$ cat config.mk
export PLATFORM = sky130hd
export DESIGN_NAME = dual_dtimer
export DESIGN_NICKNAME = d
export VERILOG_FILES = /design/src/rtl/dtm_pkg.sv /design/src/rtl/dtm_prescale.sv /design/src/rtl/dtm_channel.sv /design/src/rtl/dual_dtimer.sv
export SDC_FILE = /design/constraint.sdc
export NUM_CORES = 1
export LEC_CHECK = 0
export ABC_AREA = 1
export BUFFER_PORTS_ARGS = -buffer_cell sky130_fd_sc_hd__buf_2
export CAP_MARGIN = 20
export CORE_MARGIN = 2
export CORE_UTILIZATION = 25
export CTS_BUF_LIST = sky130_fd_sc_hd__clkbuf_4 sky130_fd_sc_hd__clkbuf_8
export CTS_CLUSTER_SIZE = 16
export DETAILED_ROUTE_END_ITERATION = 8
export GPL_ROUTABILITY_DRIVEN = 0
export PLACE_DENSITY_LB_ADDON = 0.2
export SLEW_MARGIN = 20
export SYNTH_ARGS = -nofsm -noshare
export SYNTH_HDL_FRONTEND = slang
export SYNTH_SLANG_ARGS = --single-unit
$ cat constraint.sdc
create_clock -name clk -period 2.4 [get_ports clk]
set_input_delay 0.24 -clock clk [delete_from_list [all_inputs] [get_ports clk]]
set_output_delay 0.24 -clock clk [all_outputs]
set_load 0.05 [all_outputs]
$ cat src/rtl/dtm_pkg.sv
package dtm_pkg;
    typedef enum logic [1:0] {
        ST_OFF  = 2'd0,
        ST_RUN  = 2'd1,
        ST_HALT = 2'd2
    } ch_state_t;

    // control byte, bit 7 down to bit 0
    typedef struct packed {
        logic       en;
        logic       periodic;
        logic       ie;
        logic       rsv;
        logic [1:0] psc;
        logic       size32;
        logic       oneshot;
    } ctrl_t;

    localparam logic [2:0] RG_LOAD = 3'd0;
    localparam logic [2:0] RG_CUR  = 3'd1;
    localparam logic [2:0] RG_CTRL = 3'd2;
    localparam logic [2:0] RG_CLR  = 3'd3;
    localparam logic [2:0] RG_RAW  = 3'd4;
    localparam logic [2:0] RG_MIS  = 3'd5;
    localparam logic [2:0] RG_BG   = 3'd6;
endpackage

$ cat src/rtl/dtm_prescale.sv
module dtm_prescale #(
    parameter int PRE_W    = 8,
    parameter int DIV_A_SH = 4,
    parameter int DIV_B_SH = 8
) (
    input  logic       clk,
    input  logic       rst_n,
    input  logic       run,
    input  logic       restart,
    input  logic [1:0] sel,
    output logic       tick
);
    logic [PRE_W-1:0] pre_q;

    always_ff @(posedge clk or negedge rst_n) begin
        if (!rst_n)
            pre_q <= '0;
        else if (restart || !run)
            pre_q <= '0;
        else
            pre_q <= pre_q + 1'b1;
    end

    always_comb begin
        unique case (sel)
            2'b01:   tick = run && (&pre_q[DIV_A_SH-1:0]);
            2'b10:   tick = run && (&pre_q[DIV_B_SH-1:0]);
            default: tick = run;
        endcase
    end
endmodule

$ cat src/rtl/dtm_channel.sv
module dtm_channel
    import dtm_pkg::*;
#(
    parameter int DW    = 32,
    parameter int PRE_W = 8
) (
    input  logic          clk,
    input  logic          rst_n,
    input  logic          wr_load,
    input  logic          wr_bg,
    input  logic          wr_ctrl,
    input  logic          wr_clr,
    input  logic [DW-1:0] wdata,
    output ctrl_t         ctrl_o,
    output logic [DW-1:0] reload_o,
    output logic [DW-1:0] cur_o,
    output logic          raw_o,
    output logic          irq_o,
    output logic [1:0]    state_o,
    output logic          tick_o
);
    localparam int HW = DW / 2;
    localparam logic [DW-1:0] HALF_MAX = {{(DW-HW){1'b0}}, {HW{1'b1}}};

    ctrl_t         ctrl_q;
    logic [DW-1:0] reload_q, cnt_q, wmask, cur, cnt_nx;
    logic          raw_q, run, tick;
    ch_state_t     st_q, st_nx;

    assign wmask = ctrl_q.size32 ? '1 : HALF_MAX;
    assign cur   = cnt_q & wmask;
    assign run   = (st_q == ST_RUN) && ctrl_q.en && !wr_load;

    dtm_prescale #(.PRE_W(PRE_W), .DIV_A_SH(4), .DIV_B_SH(8)) u_psc (
        .clk     (clk),
        .rst_n   (rst_n),
        .run     (run),
        .restart (wr_load),
        .sel     (ctrl_q.psc),
        .tick    (tick)
    );

    // value taken on a tick
    always_comb begin
        if (cur == '0) begin
            if (ctrl_q.oneshot)       cnt_nx = '0;
            else if (ctrl_q.periodic) cnt_nx = reload_q & wmask;
            else                      cnt_nx = wmask;
        end else begin
            cnt_nx = cur - 1'b1;
        end
    end

    // next-state logic
    always_comb begin
        st_nx = st_q;
        if (!ctrl_q.en) begin
            st_nx = ST_OFF;
        end else if (wr_load) begin
            st_nx = ST_RUN;
        end else begin
            unique case (st_q)
                ST_OFF:  st_nx = ST_RUN;
                ST_RUN:  st_nx = (tick && ctrl_q.oneshot && (cur <= 1)) ? ST_HALT : ST_RUN;
                ST_HALT: st_nx = ST_HALT;
                default: st_nx = ST_OFF;
            endcase
        end
    end

    // state register
    always_ff @(posedge clk or negedge rst_n) begin
        if (!rst_n) st_q <= ST_OFF;
        else        st_q <= st_nx;
    end

    // datapath and flag registers
    always_ff @(posedge clk or negedge rst_n) begin
        if (!rst_n) begin
            ctrl_q   <= '0;
            reload_q <= '0;
            cnt_q    <= '0;
            raw_q    <= 1'b0;
        end else begin
            if (wr_ctrl) begin
                ctrl_q     <= ctrl_t'(wdata[7:0]);
                ctrl_q.rsv <= 1'b0;
            end
            if (wr_load || wr_bg)
                reload_q <= wdata;
            if (wr_load)
                cnt_q <= wdata & wmask;
            else if (tick)
                cnt_q <= cnt_nx;
            if (wr_clr)
                raw_q <= 1'b0;
            if (tick && (cur == 1))
                raw_q <= 1'b1;
        end
    end

    assign ctrl_o   = ctrl_q;
    assign reload_o = reload_q;
    assign cur_o    = cur;
    assign raw_o    = raw_q;
    assign irq_o    = raw_q & ctrl_q.ie;
    assign state_o  = st_q;
    assign tick_o   = tick;
endmodule

$ cat src/rtl/dual_dtimer.sv
module dual_dtimer
    import dtm_pkg::*;
#(
    parameter int N_TMR  = 2,
    parameter int DW     = 32,
    parameter int PRE_W  = 8,
    parameter int WIN_SH = 5,
    parameter int AW     = WIN_SH + ((N_TMR > 1) ? $clog2(N_TMR) : 1)
) (
    input  logic             clk,
    input  logic             rst_n,
    input  logic             psel,
    input  logic             penable,
    input  logic             pwrite,
    input  logic [AW-1:0]    paddr,
    input  logic [DW-1:0]    pwdata,
    output logic [DW-1:0]    prdata,
    output logic [N_TMR-1:0] irq
);
    localparam int TSEL_W = AW - WIN_SH;

    logic [TSEL_W-1:0] tsel;
    logic [2:0]        rsel;
    logic              aligned, wr_go, rd_go;

    logic [N_TMR-1:0]         wr_load, wr_bg, wr_ctrl, wr_clr;
    logic [N_TMR-1:0]         raw_a, tick_a, en_a;
    logic [N_TMR-1:0][DW-1:0] cur_a, reload_a;
    logic [N_TMR-1:0][1:0]    st_a;
    ctrl_t                    ctrl_a [N_TMR];

    assign tsel    = paddr[AW-1:WIN_SH];
    assign rsel    = paddr[4:2];
    assign aligned = (paddr[1:0] == 2'b00);
    assign wr_go   = psel && penable && pwrite && aligned;
    assign rd_go   = psel && !pwrite && aligned;

    for (genvar i = 0; i < N_TMR; i++) begin : g_tmr
        logic hit;
        assign hit        = wr_go && (tsel == TSEL_W'(i));
        assign wr_load[i] = hit && (rsel == RG_LOAD);
        assign wr_ctrl[i] = hit && (rsel == RG_CTRL);
        assign wr_clr[i]  = hit && (rsel == RG_CLR);
        assign wr_bg[i]   = hit && (rsel == RG_BG);
        assign en_a[i]    = ctrl_a[i].en;

        dtm_channel #(.DW(DW), .PRE_W(PRE_W)) u_ch (
            .clk      (clk),
            .rst_n    (rst_n),
            .wr_load  (wr_load[i]),
            .wr_bg    (wr_bg[i]),
            .wr_ctrl  (wr_ctrl[i]),
            .wr_clr   (wr_clr[i]),
            .wdata    (pwdata),
            .ctrl_o   (ctrl_a[i]),
            .reload_o (reload_a[i]),
            .cur_o    (cur_a[i]),
            .raw_o    (raw_a[i]),
            .irq_o    (irq[i]),
            .state_o  (st_a[i]),
            .tick_o   (tick_a[i])
        );
    end

    always_comb begin
        prdata = '0;
        if (rd_go) begin
            unique case (rsel)
                RG_LOAD, RG_BG: prdata = reload_a[tsel];
                RG_CUR:         prdata = cur_a[tsel];
                RG_CTRL:        prdata = DW'(ctrl_a[tsel]);
                RG_RAW:         prdata = DW'(raw_a[tsel]);
                RG_MIS:         prdata = DW'(irq[tsel]);
                default:        prdata = '0;
            endcase
        end
    end
endmodule

Word level (Yosys, flattened, before mapping)
Cells that the tools add are included.
{"block": "word_totals", "regBits": 164, "latch_bits": 0, "ram_bits": 0, "romBits": 0, "input_bits": 43, "output_inout_bits": 34, "elab_cells": 150, "mem_count": 0}
{"block": "classes", "addsub": 4, "multipliers": 0, "div_mod_pow": 0, "order_cmp": 4, "n_eq_ne": 16, "shift": 0, "n_mux": 41, "bitwise_logic": 10, "reduce_logical": 53}
{"operator": "$mux W32", "n": 17}
{"operator": "$and A32 B32 Y32", "n": 6}
{"operator": "$pmux W32 S5", "n": 1}
{"operator": "$eq A32 B1 Y1 const B", "n": 2}
{"operator": "$le A32 B1 Y1 const B", "n": 2}
{"operator": "$logic_not A32 Y1", "n": 2}
{"operator": "$sub A32 B1 Y32 const B", "n": 2}
{"operator": "$mux W8", "n": 5}
{"operator": "$logic_and A1 B1 Y1", "n": 29}
{"operator": "$add A8 B1 Y8 const B", "n": 2}
{"operator": "$reduce_and A8 Y1", "n": 2}
{"operator": "$mux W2", "n": 6}
{"operator": "$pmux W2 S3", "n": 2}
{"operator": "$eq A3 B3 Y1 const B", "n": 3}
{"operator": "$eq A2 B1 Y1 const B", "n": 4}
{"operator": "$eq A2 B2 Y1 const B", "n": 4}
{"operator": "$mux W1", "n": 8}
{"operator": "$reduce_and A4 Y1", "n": 2}
{"operator": "$reduce_bool A2 Y1", "n": 4}
{"operator": "$eq A3 B2 Y1 const B", "n": 2}
{"operator": "$logic_not A2 Y1", "n": 3}
{"operator": "$logic_not A1 Y1", "n": 5}
{"operator": "$logic_or A1 B1 Y1", "n": 4}
{"operator": "$pmux W1 S2", "n": 2}
{"operator": "other kinds (8)", "n": 9}

Longest topological paths before layout
Gate-level depths: netlist (run 1).
{"block": "depth", "depth_word": 15, "mapped_depth": 14, "mapped_depth_nobuf": 13}

Modules after synthesis
From an unflattened synthesis (run 1), not the netlist that was laid out.
{"block": "hier_totals", "cells_unflattened": 1967, "area_unflattened_um2": 12592.1}
{"mod": "dtm_channel (g_tmr[1].u_ch)", "instances": 1, "cells_per_inst": 729, "area_per_inst_um2": 5047.3, "seq_area_each_um2": 1851.8}
{"mod": "dtm_channel (g_tmr[0].u_ch)", "instances": 1, "cells_per_inst": 729, "area_per_inst_um2": 4932.2, "seq_area_each_um2": 1851.8}
{"mod": "dual_dtimer", "instances": 1, "cells_per_inst": 401, "area_per_inst_um2": 1739.2, "seq_area_each_um2": 0.0}
{"mod": "dtm_prescale", "instances": 2, "cells_per_inst": 54, "area_per_inst_um2": 436.7, "seq_area_each_um2": 200.2}

Worst setup path before layout (run 1)
OpenSTA, ideal clock, no wires.
{"block": "synth_path", "path_type": "input to output", "from": "input paddr[5]", "to": "output prdata[25]", "t_arrival_ns": 1.911, "required_time_ns": 2.160, "slack_ns": 0.249, "path_stages": 5, "n_path_buf": 3, "path_cell_list": "clkbuf_1 > buf_2 > buf_1 > o211ai_1 > a21oi_1"}
{"block": "synth_between", "elab_chain_len": 4, "word_cells_on_any_way": 6, "classes_between": "mux: 6"}
{"element": "start: declaration", "line": "dual_dtimer.sv:15", "text": "input logic [AW-1:0] paddr,"}
{"element": "$mux W32, on equally long branches (2 in a row)", "line": "dual_dtimer.sv:70, dual_dtimer.sv:69"}
{"element": "$pmux W32 S5 (*)", "line": "dual_dtimer.sv:68", "text": "unique case (rsel)"}
{"element": "$mux W32 (*)", "line": "dual_dtimer.sv:67", "text": "if (rd_go) begin"}
{"element": "end: declaration", "line": "dual_dtimer.sv:17", "text": "output logic [DW-1:0] prdata,"}
Mark *: on every way between the ends. The rest lies on a longest branch, timed or not. The select of a mux whose other input is x is not followed.

Worst setup path in the final report (run 1)
{"block": "layout_path", "from": "register g_tmr[1].u_ch.ctrl_q (netlist bit g_tmr[1].u_ch.ctrl_o[1])", "to": "output prdata[18]"}
{"block": "layout_between", "elab_chain_len": 6}
{"element": "start: declaration", "line": "dtm_channel.sv:25", "text": "ctrl_t ctrl_q;"}
{"element": "start signal: assignment", "line": "dtm_channel.sv:86", "text": "ctrl_q <= ctrl_t'(wdata[7:0]);"}
{"element": "$mux W32", "line": "dtm_channel.sv:30", "text": "assign wmask = ctrl_q.size32 ? '1 : HALF_MAX;"}
{"element": "$and A32 B32 Y32", "line": "dtm_channel.sv:31", "text": "assign cur = cnt_q & wmask;"}
{"element": "$mux W32 (not written as such) (2 in a row)", "line": "dual_dtimer.sv:70", "text": "RG_CUR: prdata = cur_a[tsel];"}
{"element": "$pmux W32 S5", "line": "dual_dtimer.sv:68"}
{"element": "$mux W32", "line": "dual_dtimer.sv:67"}
No other way between the ends. The select of a mux whose other input is x is not followed.

==> results of run 1 <==
[cells by family (layout without fill, tap and decap cells)]
| family | count (synthesis) | in the layout |
|---|---|---|
| AND/OR/NAND/NOR | 928 | 928 |
| XOR/XNOR | 25 | 25 |
| adder cells (fa/ha/maj) | 10 | 10 |
| AO/OA/AOI/OAI | 396 | 396 |
| multiplexers | 4 | 4 |
| other | 0 | 2 |
| flip-flops | 164 | 164 |
| buffers and inverters | 280 | 386 |
[critical path: stages (launching register included)]
cell,delay (ps)
dfrtp_2,400
buf_12,160
nand2_1,80
buf_4,140
a21oi_1,210
o21ai_0,140
a21oi_2,240
buf_6,190
[power groups by stage]
stage | sequential (uW) | combinational (uW) | clock (uW)
after global routing | 4190 | 6300 | 2470
after detailed placement | 4130 | 5400 | 0
final | 4100 | 5500 | 2320
after CTS | 4090 | 5470 | 2370
after global placement | 4130 | 5380 | 0
after floorplan | 3950 | 3730 | 0
[sequential cells by signal (all words and copies together), names as in the netlist]
| signal | count |
|---|---|
| g_tmr.u_ch.ctrl_o | 14 |
| g_tmr.u_ch.u_psc.pre_q | 16 |
| g_tmr.u_ch.reload_o | 64 |
| g_tmr.u_ch.state_o | 4 |
| g_tmr.u_ch.raw_o | 2 |
| g_tmr.u_ch.cnt_q | 64 |
[final cells by class]
cell class,instances,area (um^2)
Antenna cell,2,5.005
Inverter,187,703.2
Clock buffer,19,255.2
Tap cell,600,750.7
Timing Repair Buffer,167,1348
Multi-Input combinational cell,1363,6371
Sequential cell,164,4106
Fill cell,5007,31860
Clock inverter,13,172.7
[stage by stage]
| step | worst slack (ps) | hold slack, ps | std cells | util | total power [uW] |
|---|---|---|---|---|---|
| 2_1_floorplan | 249.2 | -55.59 | 1807 | - | 7684 |
| 4_1_cts | -19.83 | 6.646 | 2511 | 0.2989 | 11930 |
| 3_5_place_dp | 121.6 | 197.4 | 2459 | 0.2838 | 9538 |
| 5_1_grt | -48.35 | 42.82 | 2514 | 0.3008 | 12950 |
| 3_3_place_gp | 159.8 | 194.9 | 2459 | 0.2838 | 9511 |
| 6_report | 70.42 | 43.27 | 2515 | 0.3009 | 11920 |
[metal layers]
| metal | global-route usage | wire (um) | vias to the layer above | share of wire |
|---|---|---|---|---|
| met5 | 0 | 0 | - | 0 |
| met4 | 0.07680 | 1419 | 0 | 0.032 |
| met3 | 0.02079 | 1941 | 68 | 0.043 |
| met2 | 0.2915 | 20140 | 322 | 0.45 |
| met1 | 0.2701 | 21290 | 5689 | 0.48 |
| li1 | - | - | 6009 | - |
[cell usage in the layout (no fill, tap or decap), types with 6 or more instances in the layout]
cell	Yosys	layout
o211ai_2	6	6
dfrtp_1	164	162
nand3_1	98	97
o22ai_1	16	16
o211ai_1	17	17
nand4_1	14	14
buf_2	18	60
nor3_1	23	22
ha_1	10	10
o21ai_1	43	45
xor2_1	21	21
inv_2	7	7
nor2_4	4	6
a21oi_2	1	8
nor2_1	235	233
nand2_2	10	10
a21oi_1	99	92
buf_4	6	68
dlygate4sd3_1	0	18
inv_1	177	177
clkbuf_8	0	18
buf_12	0	11
nand2_1	521	521
o21ai_0	209	207
[what timing repair did]
action                     CTS  global route
pin swaps                    1             4
gates cloned                 1             1
buffers inserted             1             1
hold endpoints to repair    57             0
resized for setup           13            23
hold buffers                18             0
setup endpoints to repair   10            39
[final timing paths]
kind,depth (start not counted),end
hold / removal,3,g_tmr[0].u_ch.reload_o[9]
setup / recovery,7,prdata[18]
hold reg to reg,1,g_tmr[0].u_ch.u_psc.pre_q[0]
max in group asynchronous,3,g_tmr[1].u_ch.ctrl_o[1]
setup reg to reg,13,g_tmr[0].u_ch.cnt_q[25]
min in group asynchronous,2,g_tmr[0].u_ch.u_psc.pre_q[1]
[Yosys cell counts, types with 4 or more instances]
library cell	instances
a21oi_1	99
nand2_1	521
xnor2_1	4
nor3_1	23
buf_2	18
inv_1	177
nand4_1	14
nand3_1	98
nor4_1	5
buf_6	10
inv_2	7
nor2_4	4
nand2_2	10
buf_1	10
nor2_2	4
o21ai_1	43
clkbuf_1	49
xor2_1	21
nor2_1	235
o22ai_1	16
mux2_1	4
buf_4	6
ha_1	10
o211ai_2	6
o211ai_1	17
dfrtp_1	164
o21ai_0	209
==> impl_metrics.csv, run 1 <==
group,metric,value,unit
status,outcome,"finished clean",
logic_synthesis,avgSynthCellArea,6.417,um^2
power,seqPwrFrac,0.344,
min_path,worstHoldStart,"pwdata[9]",
timing,tns,0,ps
drt,first_iter_violations,1081,
timing,post-route-period-util,0.9707,
layout,final_area,0.01371,mm^2
power,leakagePower,0.006510,uW
timing,report.final.slew_viol_count,0,
timing,setup_viol,0,
clock_network,insertion_delay,520,ps
critical_path,cp_data_arrival_time,2090,ps
critical_path,cp-start-kind,"flop",
drt,vias,12090,
critical_path,crit_required,2160,ps
clock_network,htreeDepth,4,
power,ir_drop,0.2880,mV
power,intPower,6502,uW
logic_synthesis,synth_top_area_frac,0.3539,
timing,tightest_slew,772.2,ps
critical_path,ff2ff_setup_slack,180,ps
floorplanning,die-area,0.04812,mm^2
drt,first_pass_iters,7,
drt,drc,0,
logic_synthesis,synth_xor_area_frac,0.01888,
timing,hold_violations,0,
logic_synthesis,yosysWarnings,0,
power,power.switching,5414,uW
logic_synthesis,yosys.area.top_type,"dfrtp_1",
floorplanning,rows,78,
global_route,antenna_found_initial,2,
logic_synthesis,synth_top_family_by_area,"simple AND/OR/NAND/NOR gates",
logic_synthesis,ys.flop_type,"dfrtp_1",
drt,ant_nets,0,
global_route,track_usage,0.1897,
min_path,worstHoldPathType,"input port to flop",
critical_path,critical_path_class,"flop to output pin",
logic_synthesis,synth_fa_ha_area_frac,0.01079,
job,drv_cap,0,
floorplanning,io_pins,77,
drt,totalWireLength,44790,um
layout,syn2layout_area_growth,18.25,%
place,place_area,0.01293,mm^2
layout,final_nets,1953,
drt,avgRoutedWirePerCell,17.81,um
place,hpwl,33340,um
timing,rsz0062_at_grt,"yes",
logic_synthesis,synth_area,0.01160,mm^2
logic_synthesis,yosysSeqAreaShare,0.3539,
logic_synthesis,yosys.area_share.simple,0.3291,
logic_synthesis,synth_mux_area_frac,0.003884,
critical_path,worstSetupEndpointType,"output pin",
timing,slew_headroom,0.4847,
global_route,grt_overflow_total,0,
timing,fmax,429.3,MHz
clock_network,path_clk_slew,100,ps
global_route,first_global_vias,11650,
logic_synthesis,synth_cell_types,43,
logic_synthesis,synth_edf_count,0,
timing,fin_worst_skew,18.57,ps
critical_path,critPathMaxFanout,18,
clock_network,clock_path_buffers,2,
critical_path,critPathLaunch,"g_tmr[1].u_ch.ctrl_o[1]",
logic_synthesis,async_reset_ff_frac,1.000,
floorplanning,start_util,0.2544,
clock_network,cts_root_buf,"clkbuf_8",
logic_synthesis,synth_compound_area_frac,0.1823,
layout,drive_gt1_frac,0.1223,
power,switching_share,0.4543,
clock_network,numCtsBuffers,17,
clock_network,cts_tree,"done",
power,power.share.clock,0.195,
logic_synthesis,syn_inst,1807,
clock_network,clock-sinks,164,
timing,period_needed,2330,ps
global_route,grt_pass1_wl,69410,um
critical_path,regToRegStartpoint,"g_tmr[0].u_ch.ctrl_o[1]",
power,pwr-share-comb,0.462,
floorplanning,die_h,219.4,um
logic_synthesis,synth-seq-cells,164,
place,io_buffers,76,
floorplanning,die_w,219.4,um
power,powerDensity,869.0,mW/mm^2
floorplanning,core_area,0.04558,mm^2
logic_synthesis,synth_area_leaders,"dfrtp_1 (35%), nand2_1 (17%), o21ai_0 (9.0%), nor2_1 (7.6%), inv_1 (5.7%)",
logic_synthesis,syn_nets,1860,
drt,vias_per_cell,4.806,
global_route,grt_max_degree,85,
Power figures use the tool's default switching activity.
==> run 2: changes to the inputs <==
- MAX_ROUTING_LAYER: unset -> met4
==> impl_metrics.csv, run 2 (synthesis results as in run 1) <==
group,metric,value,unit
critical_path,cp-start-kind,"flop",
global_route,track_usage,0.1953,
drt,ant_nets,0,
critical_path,slowest_delay,400,ps
critical_path,critPathLaunch,"g_tmr[1].u_ch.ctrl_o[1]",
global_route,grt_max_degree,85,
timing,setup_viol,0,
layout,final_nets,1953,
place,io_buffers,76,
layout,fillers,5006,
layout,final_cell_mix,"nand2_1 (521), nor2_1 (233), o21ai_0 (207)",
critical_path,cp_data_arrival_time,2110,ps
critical_path,crit_buf_inv,3,
clock_network,clock-sinks,164,
drt,drc,0,
place,hpwl,33340,um
floorplanning,core_area,0.04558,mm^2
critical_path,worstSetupEndpointType,"output pin",
floorplanning,die_h,219.4,um
drt,first_iter_violations,1106,
global_route,busiest_layer,"met2",
critical_path,slowest_stage,"dfrtp_2",
drt,avgRoutedWirePerCell,17.82,um
layout,final_common_cell,"nand2_1",
timing,post-route-period-util,0.9789,
critical_path,regToRegStartpoint,"g_tmr[0].u_ch.ctrl_o[1]",
timing,period_needed,2349,ps
floorplanning,die-area,0.04812,mm^2
power,ir_drop,0.2890,mV
power,leakagePower,0.006510,uW
critical_path,cpLargestDelayFamily,"compound AO/OA/AOI/OAI gates",
timing,slew_headroom,0.4886,
clock_network,clock_path_buffers,2,
global_route,first_global_vias,11620,
clock_network,numCtsBuffers,17,
timing,fin_hold_ws,45.86,ps
timing,hold_violations,0,
critical_path,critical_path_class,"flop to output pin",
critical_path,critPathMaxFanout,18,
timing,report.final.slew_viol_count,0,
drt,first_pass_iters,5,
timing,rsz0062_at_grt,"yes",
timing,fmax,425.6,MHz
clock_network,path_clk_slew,100,ps
global_route,grt_pass1_wl,69320,um
status,outcome,"finished clean",
layout,utilization,0.3008,
global_route,grt_util_met1,0.2699,
global_route,globalRouteMet3Util,0.02148,
layout,final_area,0.01371,mm^2
floorplanning,rows,78,
clock_network,htreeDepth,4,
clock_network,cts_root_buf,"clkbuf_8",
min_path,worstHoldStart,"pwdata[9]",
floorplanning,die_w,219.4,um
critical_path,crit_required,2160,ps
critical_path,ff2ff_setup_slack,170,ps
floorplanning,start_util,0.2544,
global_route,antenna_found_initial,2,
floorplanning,io_pins,77,
critical_path,crit_chain,"buf_12 -> nand2_1 -> buf_4 -> a21oi_1 -> o21ai_0 -> a21oi_2 -> buf_6",
min_path,worstHoldPathType,"input port to flop",
clock_network,cts_tree,"done",
clock_network,insertion_delay,510,ps
power,powerDensity,869.2,mW/mm^2
layout,drive_gt1_frac,0.1223,
global_route,met2_usage,0.2921,
place,place_area,0.01293,mm^2
job,drv_cap,0,
timing,tightest_slew,766.3,ps
drt,totalWireLength,44790,um
timing,fin_worst_skew,17.94,ps
layout,syn2layout_area_growth,18.22,%
drt,vias_per_cell,4.831,
drt,vias,12150,
global_route,grt_overflow_total,0,
==> run 2: changes by cell type in the layout (fill, tap and decap cells not counted) <==
cell / delta
diode_2: -1
==> run 2: timing repair <==
item / in CTS / in global routing
resized for setup: 13 / 23
buffers inserted: 1 / 1
endpoints found under the hold margin: 57 / 0
hold buffers: 18 / 0
endpoints found under the setup margin: 10 / 39
pin swaps: 1 / 4
gates cloned: 1 / 1
==> run 2: path summary, 6_finish.rpt <==
kind,depth (start not counted),end
max,7,prdata[18]
min,3,g_tmr[0].u_ch.reload_o[9]
max reg2reg,13,g_tmr[0].u_ch.cnt_q[28]
min reg2reg,1,g_tmr[0].u_ch.u_psc.pre_q[0]
max in group asynchronous,3,g_tmr[1].u_ch.ctrl_o[1]
min in group asynchronous,2,g_tmr[0].u_ch.u_psc.pre_q[1]
==> run 2: stage by stage <==
| stage | setup TNS, ps | setup WS (ps) | total power, uW | cells |
|---|---|---|---|---|
| final | 0 | 50.61 | 11920 | 2514 |
| after global routing | -137.0 | -51.60 | 12950 | 2514 |
| after CTS | -20.18 | -19.83 | 11930 | 2511 |
| after detailed placement | 0 | 121.6 | 9538 | 2459 |
| after global placement | 0 | 159.8 | 9511 | 2459 |
| after floorplan | 0 | 249.2 | 7684 | 1807 |
==> run 2: worst register-to-register path, delay by kind of cell (launching register included) <==
| kind | cells | cell delay (ps) |
|---|---|---|
| AO/OA/AOI/OAI | 1 | 120 |
| flip-flops | 1 | 470 |
| AND/OR/NAND/NOR | 9 | 1010 |
| buffers and inverters | 3 | 550 |
==> run 2: metal layers <==
metal	wire, um	up-vias
li1	-	6002
met1	21310	5737
met2	20120	347
met3	1989	59
met4	1362	0
met5	0	-
==> run 2: final cells by class <==
| type | count | area (um^2) | share of cell area |
|---|---|---|---|
| multi-input combinational | 1363 | 6371 | 0.4647 |
| inverter | 187 | 703.2 | 0.05129 |
| clock buffer | 19 | 255.2 | 0.01862 |
| antenna | 1 | 2.502 | 0.0001825 |
| timing repair buffer | 167 | 1348 | 0.09829 |
| clock inverter | 13 | 172.7 | 0.01259 |
| tap | 600 | 750.7 | 0.05476 |
| sequential | 164 | 4106 | 0.2995 |
==> run 2: where the power goes <==
part / internal (uW) / switching, uW / total [uW]
clock: 1080 / 1230 / 2320
sequential: 3500 / 600 / 4100
combinational: 1920 / 3580 / 5500
==> run 3: changes to the inputs <==
- HOLD_SLACK_MARGIN: unset -> 0.1
- REMOVE_ABC_BUFFERS: unset -> 1
==> impl_metrics.csv, run 3 (synthesis results as in run 1) <==
group,metric,value,unit
floorplanning,rows,78,
min_path,hold_end,"g_tmr[0].u_ch.reload_o[1]",
clock_network,cts_root_buf,"clkbuf_8",
floorplanning,start_util,0.2544,
drt,vias,12180,
critical_path,crit_top_cell,"a21oi_1",
timing,tightest_slew,650.8,ps
critical_path,worstSetupEndpointType,"output pin",
min_path,worstHoldStart,"pwdata[1]",
drt,first_pass_iters,5,
critical_path,cp_data_arrival_time,2110,ps
timing,rsz0062_at_grt,"no",
global_route,met2_usage,0.3025,
layout,multiInputGateArea,0.006385,mm^2
power,powerDensity,863.3,mW/mm^2
clock_network,clock-sinks,164,
global_route,globalRouteMet3Util,0.03035,
clock_network,clock_path_buffers,2,
critical_path,reg2reg_to,"g_tmr[1].u_ch.state_o[1]",
critical_path,rr_worst_depth,11,
clock_network,htreeDepth,4,
layout,syn2layout_area_growth,19.79,%
floorplanning,core_area,0.04558,mm^2
drt,avgRoutedWirePerCell,17.88,um
drt,vias_per_cell,4.823,
drt,ant_nets,0,
floorplanning,die_h,219.4,um
status,outcome,"finished clean",
timing,period_needed,2354,ps
clock_network,path_clk_slew,110,ps
layout,regArea,0.004106,mm^2
critical_path,crit_required,2160,ps
drt,first_iter_violations,1042,
layout,final_nets,1966,
critical_path,cp-start-kind,"flop",
min_path,worstHoldPathType,"input port to flop",
global_route,grt_overflow_total,0,
critical_path,slowest_delay,430,ps
power,ir_drop,0.3183,mV
min_path,whs_path_depth,3,
critical_path,regToRegStartpoint,"g_tmr[1].u_ch.cnt_q[8]",
floorplanning,die_w,219.4,um
drt,drc,0,
critical_path,ff2ff_setup_slack,200,ps
floorplanning,die-area,0.04812,mm^2
floorplanning,io_pins,77,
global_route,grt_pass1_wl,69320,um
global_route,antenna_found_initial,1,
global_route,track_usage,0.1957,
layout,final_common_cell,"nand2_1",
critical_path,critical_path_class,"flop to output pin",
timing,fin_worst_skew,18.34,ps
clock_network,insertion_delay,510,ps
timing,setup_viol,0,
layout,antenna_cells,0,
timing,fmax,424.7,MHz
timing,fin_hold_ws,128.6,ps
critical_path,slowest_stage,"dfrtp_2",
clock_network,numCtsBuffers,17,
global_route,first_global_vias,11640,
timing,report.final.slew_viol_count,0,
layout,drive_gt1_frac,0.1220,
timing,post-route-period-util,0.9810,
critical_path,critPathMaxFanout,12,
job,drv_cap,0,
global_route,grt_max_degree,67,
layout,fillers,5003,
global_route,grt_util_met1,0.2635,
timing,hold_violations,0,
power,leakagePower,0.006587,uW
layout,utilization,0.3048,
place,io_buffers,76,
clock_network,cts_tree,"done",
drt,totalWireLength,45170,um
critical_path,crit_chain,"buf_12 -> nand2_1 -> a21oi_1 -> o21ai_0 -> a21oi_1 -> buf_4",
place,hpwl,33840,um
timing,slew_headroom,0.5651,
layout,final_cell_mix,"nand2_1 (521), nor2_1 (232), o21ai_0 (207)",
global_route,busiest_layer,"met2",
## run 3: changes by cell type in the layout (fill, tap and decap cells not counted), sizes merged
cell / before / now
clkinvlp: 4 / 1
clkbuf: 23 / 22
bufbuf: 1 / 0
buf: 144 / 146
clkinv: 5 / 7
diode: 1 / 0
dlygate4sd3: 18 / 32
## run 3: final cells by class
class / count / area share
inverters: 187 / 0.05062
flip-flops and latches: 164 / 0.2956
clock buffers: 20 / 0.01937
repair buffers: 180 / 0.1084
clock inverters: 12 / 0.01225
well taps: 600 / 0.05404
multi-input cells: 1363 / 0.4596
## run 3: routing by layer
| metal | up-vias | routed length, um |
|---|---|---|
| li1 | 6041 | - |
| met1 | 5755 | 21160 |
| met2 | 339 | 20580 |
| met3 | 47 | 2266 |
| met4 | 0 | 1165 |
| met5 | - | 0 |
## run 3: worst max path at each step
stage,cells past startpoint,startpoint,endpoint
after detailed placement,11,g_tmr[0].u_ch.cnt_q[0],g_tmr[0].u_ch.cnt_q[25]
final,6,g_tmr[0].u_ch.ctrl_o[1],prdata[22]
after global routing,7,g_tmr[1].u_ch.ctrl_o[1],prdata[26]
after CTS,7,g_tmr[1].u_ch.ctrl_o[1],prdata[26]
after floorplan,7,paddr[2],g_tmr[1].u_ch.reload_o[12]
after global placement,8,paddr[4],prdata[17]
## run 3: per-stage QoR
stage	cells	setup WS, ps	instance area [um^2]	power (uW)	TNS [ps]
2_1_floorplan	1714	-538.2	11130	7559	-21400
3_3_place_gp	2459	119.1	12990	9531	0
3_5_place_dp	2459	118.8	12990	9579	0
4_1_cts	2523	8.684	13790	12000	0
5_1_grt	2526	2.412	13890	13010	0
6_report	2526	45.50	13890	11990	0
## run 3: power by group
part           switching [uW]  leakage (uW)  internal, uW  total, uW
registers                 627       0.00192          3500       4120
clock network            1210      0.000220          1120       2330
logic                    3630       0.00445          1920       5540
## run 3: timing repair
item / 4_1_cts / 5_1_grt
hold buffers: 32 / 0
setup endpoints to repair: 9 / 21
gates cloned: 0 / 2
buffers inserted: 0 / 1
hold endpoints to repair: 226 / 0
pin swaps: 1 / 2
resized for setup: 14 / 16
## run 3: critical path: cells and delay by family (launching register included)
family | cells | cell delay [ps]
AOI/OAI and AO/OA | 3 | 650
buffers and inverters | 2 | 390
DFF | 1 | 430
and+or+nand+nor | 1 | 130
